[src/rtl/sc_bank_pkg.sv]
package sc_bank_pkg;
  localparam int BANK_W      = 2;
  localparam int CFG_WEN_BIT = 1;
  localparam int CFG_MAP_LSB = 2;
  localparam int MAP_IDX_W   = 3;

  typedef struct packed {
    logic [BANK_W-1:0] lo;
    logic [BANK_W-1:0] hi;
  } slot_map_t;

  // Map index to (lower window bank, upper window bank)
  function automatic slot_map_t map_lookup(input logic [MAP_IDX_W-1:0] idx);
    slot_map_t m;
    case (idx)
      3'd0:    m = '{lo: 2'd0, hi: 2'd3};
      3'd1:    m = '{lo: 2'd1, hi: 2'd3};
      3'd2:    m = '{lo: 2'd2, hi: 2'd3};
      3'd3:    m = '{lo: 2'd0, hi: 2'd1};
      3'd4:    m = '{lo: 2'd1, hi: 2'd2};
      3'd5:    m = '{lo: 2'd2, hi: 2'd0};
      3'd6:    m = '{lo: 2'd0, hi: 2'd2};
      default: m = '{lo: 2'd1, hi: 2'd0};
    endcase
    return m;
  endfunction
endpackage

[src/rtl/sc_access_tracker.sv]
module sc_access_tracker #(
  parameter int ADDR_W = 13,
  parameter int CNT_W  = 4
) (
  input  logic              clk_i,
  input  logic              rst_ni,
  input  logic [ADDR_W-1:0] addr_i,
  input  logic              age_clr_i,
  output logic              distinct_o,
  output logic [CNT_W-1:0]  age_o,
  output logic [CNT_W-1:0]  age_next_o
);
  localparam logic [CNT_W-1:0] AGE_MAX = '1;

  logic [ADDR_W-1:0] prev_q;
  logic              seen_q;
  logic [CNT_W-1:0]  age_q;

  assign distinct_o = !seen_q || (addr_i != prev_q);
  // saturating so a long idle stretch never wraps back into the window
  assign age_next_o = (age_q == AGE_MAX) ? AGE_MAX : age_q + 1'b1;
  assign age_o      = age_q;

  always_ff @(posedge clk_i or negedge rst_ni) begin
    if (!rst_ni) begin
      prev_q <= '0;
      seen_q <= 1'b0;
      age_q  <= AGE_MAX;
    end else begin
      prev_q <= addr_i;
      seen_q <= 1'b1;
      if (distinct_o) age_q <= age_clr_i ? '0 : age_next_o;
    end
  end

  AST_REPEAT_HOLDS_AGE: assert property (@(posedge clk_i) disable iff (!rst_ni)
    !distinct_o |=> $stable(age_q));
endmodule

[src/rtl/sc_slot_mapper.sv]
module sc_slot_mapper
  import sc_bank_pkg::*;
#(
  parameter int               OFF_W    = 11,
  parameter int               DATA_W   = 8,
  parameter logic [BANK_W-1:0] ROM_BANK = 2'd3
) (
  input  logic                    clk_i,
  input  logic                    rst_ni,
  input  logic                    cfg_apply_i,
  input  logic [DATA_W-1:0]       cfg_byte_i,
  input  logic                    slot_i,
  input  logic [OFF_W-1:0]        off_i,
  output logic [BANK_W+OFF_W-1:0] store_addr_o,
  output logic                    wen_o,
  output logic                    wr_blocked_o
);
  slot_map_t         map_q;
  logic              wen_q;
  logic [BANK_W-1:0] bank;
  slot_map_t         map_rst;

  assign map_rst = map_lookup('0);

  always_ff @(posedge clk_i or negedge rst_ni) begin
    if (!rst_ni) begin
      map_q <= map_rst;
      wen_q <= 1'b0;
    end else if (cfg_apply_i) begin
      map_q <= map_lookup(cfg_byte_i[CFG_MAP_LSB +: MAP_IDX_W]);
      wen_q <= cfg_byte_i[CFG_WEN_BIT];
    end
  end

  assign bank         = slot_i ? map_q.hi : map_q.lo;
  assign store_addr_o = {bank, off_i};
  assign wen_o        = wen_q;
  assign wr_blocked_o = slot_i && (map_q.hi == ROM_BANK);

  AST_CFG_TAKES_EFFECT: assert property (@(posedge clk_i) disable iff (!rst_ni)
    cfg_apply_i |=> (wen_o == $past(cfg_byte_i[CFG_WEN_BIT])));
endmodule

[src/rtl/sc_write_sequencer.sv]
module sc_write_sequencer #(
  parameter int DATA_W = 8,
  parameter int CNT_W  = 4,
  parameter int DELAY  = 5
) (
  input  logic              clk_i,
  input  logic              rst_ni,
  input  logic              distinct_i,
  input  logic              cart_i,
  input  logic              range_hit_i,
  input  logic              hotspot_hit_i,
  input  logic [DATA_W-1:0] latch_byte_i,
  input  logic [CNT_W-1:0]  age_i,
  input  logic [CNT_W-1:0]  age_next_i,
  input  logic              wen_i,
  input  logic              wr_blocked_i,
  output logic              latch_o,
  output logic              cfg_apply_o,
  output logic [DATA_W-1:0] hold_o,
  output logic              store_we_o
);
  localparam logic [CNT_W-1:0] DLY = CNT_W'(DELAY);

  logic [DATA_W-1:0] hold_q;
  logic              pending_q;
  logic              cancel, pend_eff, wr_slot, pending_d;

  assign cancel   = pending_q && (age_next_i > DLY);
  assign pend_eff = pending_q && !cancel;

  assign latch_o     = distinct_i && cart_i && range_hit_i && (!wen_i || !pend_eff);
  assign cfg_apply_o = distinct_i && !latch_o && hotspot_hit_i;
  assign wr_slot     = distinct_i && !latch_o && !cfg_apply_o && wen_i && pend_eff
                       && cart_i && (age_next_i == DLY);
  assign store_we_o  = wr_slot && !wr_blocked_i;
  assign hold_o      = hold_q;

  always_comb begin
    pending_d = pending_q;
    if (distinct_i) begin
      if (latch_o)                   pending_d = 1'b1;
      else if (cfg_apply_o || wr_slot) pending_d = 1'b0;
      else                           pending_d = pend_eff;
    end
  end

  always_ff @(posedge clk_i or negedge rst_ni) begin
    if (!rst_ni) begin
      hold_q    <= '0;
      pending_q <= 1'b0;
    end else begin
      pending_q <= pending_d;
      if (latch_o) hold_q <= latch_byte_i;
    end
  end

  AST_WRITE_CONSUMES: assert property (@(posedge clk_i) disable iff (!rst_ni)
    store_we_o |=> !pending_q);
  AST_PENDING_IN_WINDOW: assert property (@(posedge clk_i) disable iff (!rst_ni)
    pending_q |-> (age_i <= DLY));
  AST_HOTSPOT_CLEARS: assert property (@(posedge clk_i) disable iff (!rst_ni)
    cfg_apply_o |=> !pending_q);
  AST_CAPTURE_ARMS: assert property (@(posedge clk_i) disable iff (!rst_ni)
    latch_o |=> (pending_q && hold_q == $past(latch_byte_i)));
endmodule

[src/rtl/sc_bank_ctrl.sv]
module sc_bank_ctrl
  import sc_bank_pkg::*;
#(
  parameter int               ADDR_W   = 13,
  parameter int               OFF_W    = 11,
  parameter int               DATA_W   = 8,
  parameter int               CNT_W    = 4,
  parameter int               DELAY    = 5,
  parameter logic [BANK_W-1:0] ROM_BANK = 2'd3,
  parameter logic [ADDR_W-1:0] HOTSPOT  = 13'h1FF8
) (
  input  logic                    clk_i,
  input  logic                    rst_ni,
  input  logic [ADDR_W-1:0]       addr_i,
  output logic [BANK_W+OFF_W-1:0] store_addr_o,
  output logic                    store_we_o,
  output logic [DATA_W-1:0]       store_wdata_o
);
  localparam int RANGE_W = OFF_W + 1 - DATA_W;

  logic             distinct, age_clr, cfg_apply, wen, wr_blocked;
  logic             cart, range_hit, hotspot_hit;
  logic [CNT_W-1:0] age, age_next;
  logic [DATA_W-1:0] hold;

  assign cart        = addr_i[ADDR_W-1];
  assign range_hit   = (addr_i[OFF_W:DATA_W] == '0);
  assign hotspot_hit = (addr_i == HOTSPOT);

  sc_access_tracker #(.ADDR_W(ADDR_W), .CNT_W(CNT_W)) u_tracker (
    .clk_i, .rst_ni, .addr_i,
    .age_clr_i (age_clr),
    .distinct_o(distinct),
    .age_o     (age),
    .age_next_o(age_next)
  );

  sc_write_sequencer #(.DATA_W(DATA_W), .CNT_W(CNT_W), .DELAY(DELAY)) u_seq (
    .clk_i, .rst_ni,
    .distinct_i   (distinct),
    .cart_i       (cart),
    .range_hit_i  (range_hit),
    .hotspot_hit_i(hotspot_hit),
    .latch_byte_i (addr_i[DATA_W-1:0]),
    .age_i        (age),
    .age_next_i   (age_next),
    .wen_i        (wen),
    .wr_blocked_i (wr_blocked),
    .latch_o      (age_clr),
    .cfg_apply_o  (cfg_apply),
    .hold_o       (hold),
    .store_we_o   (store_we_o)
  );

  sc_slot_mapper #(.OFF_W(OFF_W), .DATA_W(DATA_W), .ROM_BANK(ROM_BANK)) u_map (
    .clk_i, .rst_ni,
    .cfg_apply_i (cfg_apply),
    .cfg_byte_i  (hold),
    .slot_i      (addr_i[OFF_W]),
    .off_i       (addr_i[OFF_W-1:0]),
    .store_addr_o(store_addr_o),
    .wen_o       (wen),
    .wr_blocked_o(wr_blocked)
  );

  assign store_wdata_o = hold;

  AST_NO_ROM_WRITE: assert property (@(posedge clk_i) disable iff (!rst_ni)
    store_we_o |-> (store_addr_o[BANK_W+OFF_W-1:OFF_W] != ROM_BANK));
  AST_WE_NEEDS_CART: assert property (@(posedge clk_i) disable iff (!rst_ni)
    store_we_o |-> cart);
  AST_OFFSET_PASS: assert property (@(posedge clk_i) disable iff (!rst_ni)
    store_addr_o[OFF_W-1:0] == addr_i[OFF_W-1:0]);
  initial begin
    AST_PARAM_FIT: assert (RANGE_W >= 1);
  end
endmodule

[config.mk]
export PLATFORM = sky130hd
export DESIGN_NAME = sc_bank_ctrl
export DESIGN_NICKNAME = d
export VERILOG_FILES = /design/src/rtl/sc_bank_pkg.sv /design/src/rtl/sc_access_tracker.sv /design/src/rtl/sc_slot_mapper.sv /design/src/rtl/sc_write_sequencer.sv /design/src/rtl/sc_bank_ctrl.sv
export SDC_FILE = /design/constraint.sdc
export NUM_CORES = 1
export LEC_CHECK = 0
export ABC_AREA = 0
export ABC_CLOCK_PERIOD_IN_PS = 2600
export BUFFER_PORTS_ARGS = -buffer_cell sky130_fd_sc_hd__buf_2
export CORE_ASPECT_RATIO = 0.9
export CORE_MARGIN = 1.5
export CORE_UTILIZATION = 40
export DETAILED_ROUTE_END_ITERATION = 10
export SETUP_SLACK_MARGIN = 0.1
export SLEW_MARGIN = 40
export SYNTH_ARGS = -nofsm -noshare
export SYNTH_HDL_FRONTEND = slang
export SYNTH_SLANG_ARGS = --single-unit
[constraint.sdc]
create_clock -name clk_i -period 2.6 [get_ports clk_i]
set_input_delay 0.39 -clock clk_i [delete_from_list [all_inputs] [get_ports clk_i]]
set_output_delay 0.39 -clock clk_i [all_outputs]
set_load 0.1 [all_outputs]
# --- Word level (Yosys, flattened, before mapping) ---
# Index checks and enable logic that the tools add are counted.
word_totals:
  elab_cells: 53
  ff_bits: 32
  in_bits: 15
  output_inout_bits: 22
classes:
  mux: 6
  add_sub_neg: 1
  n_eq_ne: 11
  n_lt_le_gt_ge: 1
  reduce_logical: 26
op_table:
  columns: ["operator", "n"]
  rows:
  - ["one-hot mux 4 bit (7 select lines)", 1]
  - ["logical AND 1 bit", 14]
  - ["equality test 13 bit (second input constant)", 1]
  - ["!= test 13 bit", 1]
  - ["equality test 3 bit (second input constant)", 3]
  - ["two-way mux 4 bit", 2]
  - ["logical NOT 1 bit", 7]
  - ["equality test 3 x 2 -> 1 bit (second input constant)", 2]
  - ["adder 4 x 1 -> 4 bit (second input constant)", 1]
  - ["equality test 4 x 3 -> 1 bit (second input constant)", 1]
  - ["equality test 4 bit (second input constant)", 1]
  - ["greater-than comparator 4 x 3 -> 1 bit (second input constant)", 1]
  - ["logical NOT 4 bit", 1]
  - ["equality test 3 x 1 -> 1 bit (second input constant)", 1]
  - ["logical NOT 3 bit", 1]
  - ["logical OR 1 bit", 3]
  - ["equality test 2 bit (second input constant)", 1]
  - ["two-way mux 1 bit", 2]
  - ["two-way mux 2 bit", 1]

# --- Logic depth before layout (Yosys ltp) ---
depth:
  word_depth: 21
  ltp_mapped: 7
  ltp_nobuf: 7

# --- Hierarchy ---
# From an unflattened synthesis, not the netlist that was laid out.
hier_totals:
  hier_cells: 131
  hier_area_um2: 1611.5
modules_own_cells:
  columns: ["mod", "n_inst", "cells_each", "seq_area_each_um2", "area_each_um2"]
  rows:
  - ["sc_access_tracker", 1, 61, 455.4, 789.5]
  - ["sc_write_sequencer", 1, 30, 225.2, 437.9]
  - ["sc_slot_mapper", 1, 34, 127.6, 340.3]
  - ["sc_bank_ctrl", 1, 6, 0.0, 43.8]

# --- Least setup slack after synthesis ---
# Ideal clock, no wire load.
synth_timing:
  path_type: "register to output"
  start: "register u_tracker.age_q[0] (netlist: u_tracker.age_o[0])"
  end: "output store_we_o"
  t_required_ps: 2210
  t_arrival_ps: 4483
  setup_slack_ps: -2273
  path_buffers: 0
  stages_incl_launch_ff: 7
  path_cell_list: "dfstp_2 -> inv_1 -> ha_1 -> mux2i_1 -> a211oi_1 -> or3b_1 -> nor4_1"
synth_between:
  elab_chain_len: 19
  word_cells_on_any_way: 21
  cone_classes: "add/sub: 1; order compare: 1; eq/ne: 2; mux: 1; reduce/logical: 16"
synth_lines:
  columns: ["element", "line", "source"]
  rows:
  - ["from (decl)", "sc_access_tracker.sv:17", "logic [CNT_W-1:0] age_q;"]
  - ["from (signal assigned)", "sc_access_tracker.sv:32", "if (distinct_o) age_q <= age_clr_i ? '0 : age_next_o;"]
  - ["adder 4 x 1 -> 4 bit or equality test 4 bit (tied branches)", "sc_access_tracker.sv:21", "assign age_next_o = (age_q == AGE_MAX) ? AGE_MAX : age_q + 1'b1;"]
  - ["two-way mux 4 bit (*)", "sc_access_tracker.sv:21", null]
  - ["greater-than comparator 4 x 3 -> 1 bit", "sc_write_sequencer.sv:28", "assign cancel = pending_q && (age_next_i > DLY);"]
  - ["logical AND 1 bit", "sc_write_sequencer.sv:28", null]
  - ["logical NOT 1 bit", "sc_write_sequencer.sv:29", "assign pend_eff = pending_q && !cancel;"]
  - ["logical AND 1 bit", "sc_write_sequencer.sv:29", null]
  - ["logical NOT 1 bit", "sc_write_sequencer.sv:31", "assign latch_o = distinct_i && cart_i && range_hit_i && (!wen_i || !pend_eff);"]
  - ["logical OR 1 bit", "sc_write_sequencer.sv:31", null]
  - ["logical AND 1 bit", "sc_write_sequencer.sv:31", null]
  - ["logical NOT 1 bit", "sc_write_sequencer.sv:32, sc_write_sequencer.sv:33", null]
  - ["logical AND 1 bit", "sc_write_sequencer.sv:32, sc_write_sequencer.sv:33", null]
  - ["logical AND 1 bit", "sc_write_sequencer.sv:32", "assign cfg_apply_o = distinct_i && !latch_o && hotspot_hit_i;"]
  - ["logical NOT 1 bit", "sc_write_sequencer.sv:33", "assign wr_slot = distinct_i && !latch_o && !cfg_apply_o && wen_i && pend_eff"]
  - ["logical AND 1 bit (3 in a row)", "sc_write_sequencer.sv:33", null]
  - ["logical AND 1 bit", "sc_write_sequencer.sv:34", "&& cart_i && (age_next_i == DLY);"]
  - ["logical AND 1 bit (*)", "sc_write_sequencer.sv:34", null]
  - ["logical AND 1 bit (*)", "sc_write_sequencer.sv:35", "assign store_we_o = wr_slot && !wr_blocked_i;"]
  - ["to (decl)", "sc_bank_ctrl.sv:16", "output logic store_we_o,"]
# Mark *: on every way between the ends. The rest lies on a longest branch, timed or not.

# --- Worst setup path after layout ---
layout_timing:
  start: "register u_tracker.age_q[1] (netlist: u_tracker.age_o[1])"
  end: "output store_we_o"
# The elaborated chain is that of the path after synthesis.

==> out/metrics.yaml <==
clock_network:
  worst_skew_pair.late_latency_ns: 0.28
  cts_setup_buffers: 0
  h-tree-depth: 2
  cts_tree: "yes"
  cts_hold_buf: 0
  clk_pin_slew_ns: 0.06
  cts_buffers: 5
  cts_buffer_depth: 2
  cts_root_buf: "clkbuf_8"
  cts.sinks: 32
route:
  dr.pass1.iters: 4
  drc: 0
  wirelength_um: 3140
  dr.first_iter.drc_count: 96
  routedWlPerCell_um: 14.5
  vias: 1126
  antenna_left: 0
  avgViaCountPerCell: 5.19
die:
  coreArea_um2: 3780
  rows: 21
  die-area_um2: 4410
  ios: 37
  die_x_um: 69.8
  start_util_pct: 42.5
  die_h_um: 63.1
worst_setup_path:
  r2r_setup_slack_ns: 0.34
  path_depth: 6
  max_stage_delay_ns: 0.57
  critical_path_class: "flip-flop to primary output"
  r2r-end: "u_seq.hold_o[2]"
  start_kind: "flip-flop"
  endpoint_kind: "primary output"
  cp.required_ns: 2.21
  crit_end: "store_we_o"
  r2r_cells: 7
  cp_max_fo: 7
  cp-startpoint: "u_tracker.age_o[1]"
  slowest_stage: "dfstp_2"
  crit_path_cell_trace: "ha_2, mux2i_2, a211oi_2, or3b_4, nor4_4, buf_12"
  worst_ep_arrival_time_ns: 2.30
  cp_top_family: "simple AND/OR/NAND/NOR gates"
  crit_buf_inv: 1
  worstReg2RegStart: "u_tracker.age_o[0]"
power_and_ir_drop:
  leakagePower_nw: 0.842
  power_density_nw_per_um2: 961
  vdd_drop_max_uv: 436
logic_synthesis:
  yosysSeqAreaShare_pct: 50.3
  syn_area_per_cell_um2: 11.6
  synth_edf_count: 0
  netlist_instances: 138
  syn_area_um2: 1610
  yosys_warnings: 0
  syn_nets: 155
  ys_ff_latch: 32
  yosysUniqueCellTypes: 33
  async_flop_share_pct: 100
  synthFlopType: "dfrtp_1"
grt:
  grt_pass1_vias: 1080
  grt_usage_pct: 15.1
  gr-total-overflow: 0
  grt_max_degree: 33
  grt_pass1_wl_um: 5130
  antenna_found_initial: 0
timing:
  setup_viol: 1
  fin_ws_ns: -0.0876
  fmax_ghz: 0.372
  fin_crit_sh_pct: 103
  finalMaxSlewViolations: 0
  setup_tns_ns: -0.0876
  worst_pin_slew_ns: 0.678
  rsz0062_at_grt: "true"
  final_hold_viol_count: 0
  finClkSkew_ns: 0.00291
  slew_headroom_pct: 54.8
  layout_min_cycle_time_ns: 2.69
cells_and_area:
  area_growth_pct: 18.7
  num-fill-cells: 355
  mostFrequentLayoutCells: "buf_2 (35), dfrtp_1 (26), mux2_2 (13), xnor2_1 (13), nand3_1 (9)"
  fin_nets: 187
  layout.cells.non_filler: 217
  num_antenna_cells: 0
  layout-drive-gt1-share_pct: 45.6
  final_common_cell: "buf_2"
place:
  dp_hpwl_um: 2300
  place_ws_ns: 0.225
  dp.cells: 209
  io_buffers: 36
  place_congestion: 0.826
hold_path:
  hp-class: "input port to asynchronous set/reset pin"
run_status:
  status: "finished, violations left"
  violations: "negative setup slack"
job:
  drv_cap: 0
[how the worst min path moves through the flow]
stage / endpoint / slack, ns / from
finish: u_seq.hold_o[4] / 0.15 / rst_ni
global route: u_seq.hold_o[5] / 0.20 / rst_ni
CTS: u_tracker.prev_q[11] / 0.17 / rst_ni
detailed placement: u_seq.hold_o[4] / 0.47 / rst_ni
global placement: u_tracker.prev_q[4] / 0.46 / rst_ni
floorplan: u_map.map_q[2] / 0.09 / rst_ni
[per-layer routing]
layer  routed length [um]  part of all wire, %  track usage (%)  vias to the layer above
met4                   39                  1.2             6.97                        0
met2                 1400                   45             22.7                       42
met5                    0                    0                0                        -
met3                  205                  6.5             4.00                        5
li1                     -                    -                -                      538
met1                 1490                   48             20.4                      541
[logic make-up (layout without fill, tap and decap cells)]
logic type / count (synthesis) / count (layout) / share of synthesized area (%)
flops: 32 / 32 / 50.3
compound gates: 15 / 15 / 6.23
simple gates: 40 / 40 / 14.5
buf+inv: 17 / 50 / 7.48
other cells: 1 / 1 / 0.233
fa+ha+maj: 2 / 2 / 1.56
xor+xnor: 13 / 13 / 7.09
mux: 18 / 18 / 12.6
[layout make-up]
class                           count  area [um^2]  area share (%)
Clock buffer                        6         82.6            4.33
Sequential cell                    32          808            42.4
Clock inverter                      2         10.0           0.525
Multi-Input combinational cell     89          719            37.7
Tap cell                           46         57.6            3.02
Inverter                            3         11.3           0.591
Timing Repair Buffer               39          218            11.4
[cell usage after synthesis (2+ instances only)]
master    instances  area [um^2]
xnor2_1          13          114
buf_6             2         22.5
nor3_1            2         10.0
nand2b_1          3         18.8
dfstp_2           6          158
inv_1             3         11.3
buf_4            11         82.6
mux2i_1           3         30.0
mux2_2           13          146
nor2_1            2         7.51
a21oi_1           5         25.0
nand4_1           7         43.8
o21ai_0           6         30.0
dfrtp_1          26          651
nand3_1           9         45.0
ha_1              2         25.0
nand2_1           7         26.3
nor4_1            3         18.8
[repair_timing]
item,in CTS,in global routing
endpoints found under the setup margin,1,1
pin swaps,0,0
gates resized for setup,0,1
[report_power, final]
group	switching [mW]	internal, mW
Clock	0.174	0.211
Sequential	0.0848	0.597
Combinational	0.520	0.246
Total	0.779	1.05
[metrics by stage]
stage | util [%] | hold slack [ns] | instance area (um^2) | power [mW]
finish | 50.4 | 0.147 | 1910 | 1.83
floorplan | - | 0.0944 | 1640 | 1.33
CTS | 50.3 | 0.167 | 1900 | 1.82
detailed placement | 47.9 | 0.471 | 1810 | 1.43
global placement | 47.9 | 0.462 | 1810 | 1.40
global route | 50.4 | 0.198 | 1910 | 1.94
[registers in the layout (all words and copies together), names as in the netlist]
register          flops
u_tracker.prev_q     13
u_tracker.seen_q      1
u_seq.hold_o          8
u_map.map_q           4
u_seq.pending_q       1
u_map.wen_o           1
u_tracker.age_o       4
(Power assumes the default switching activity.)
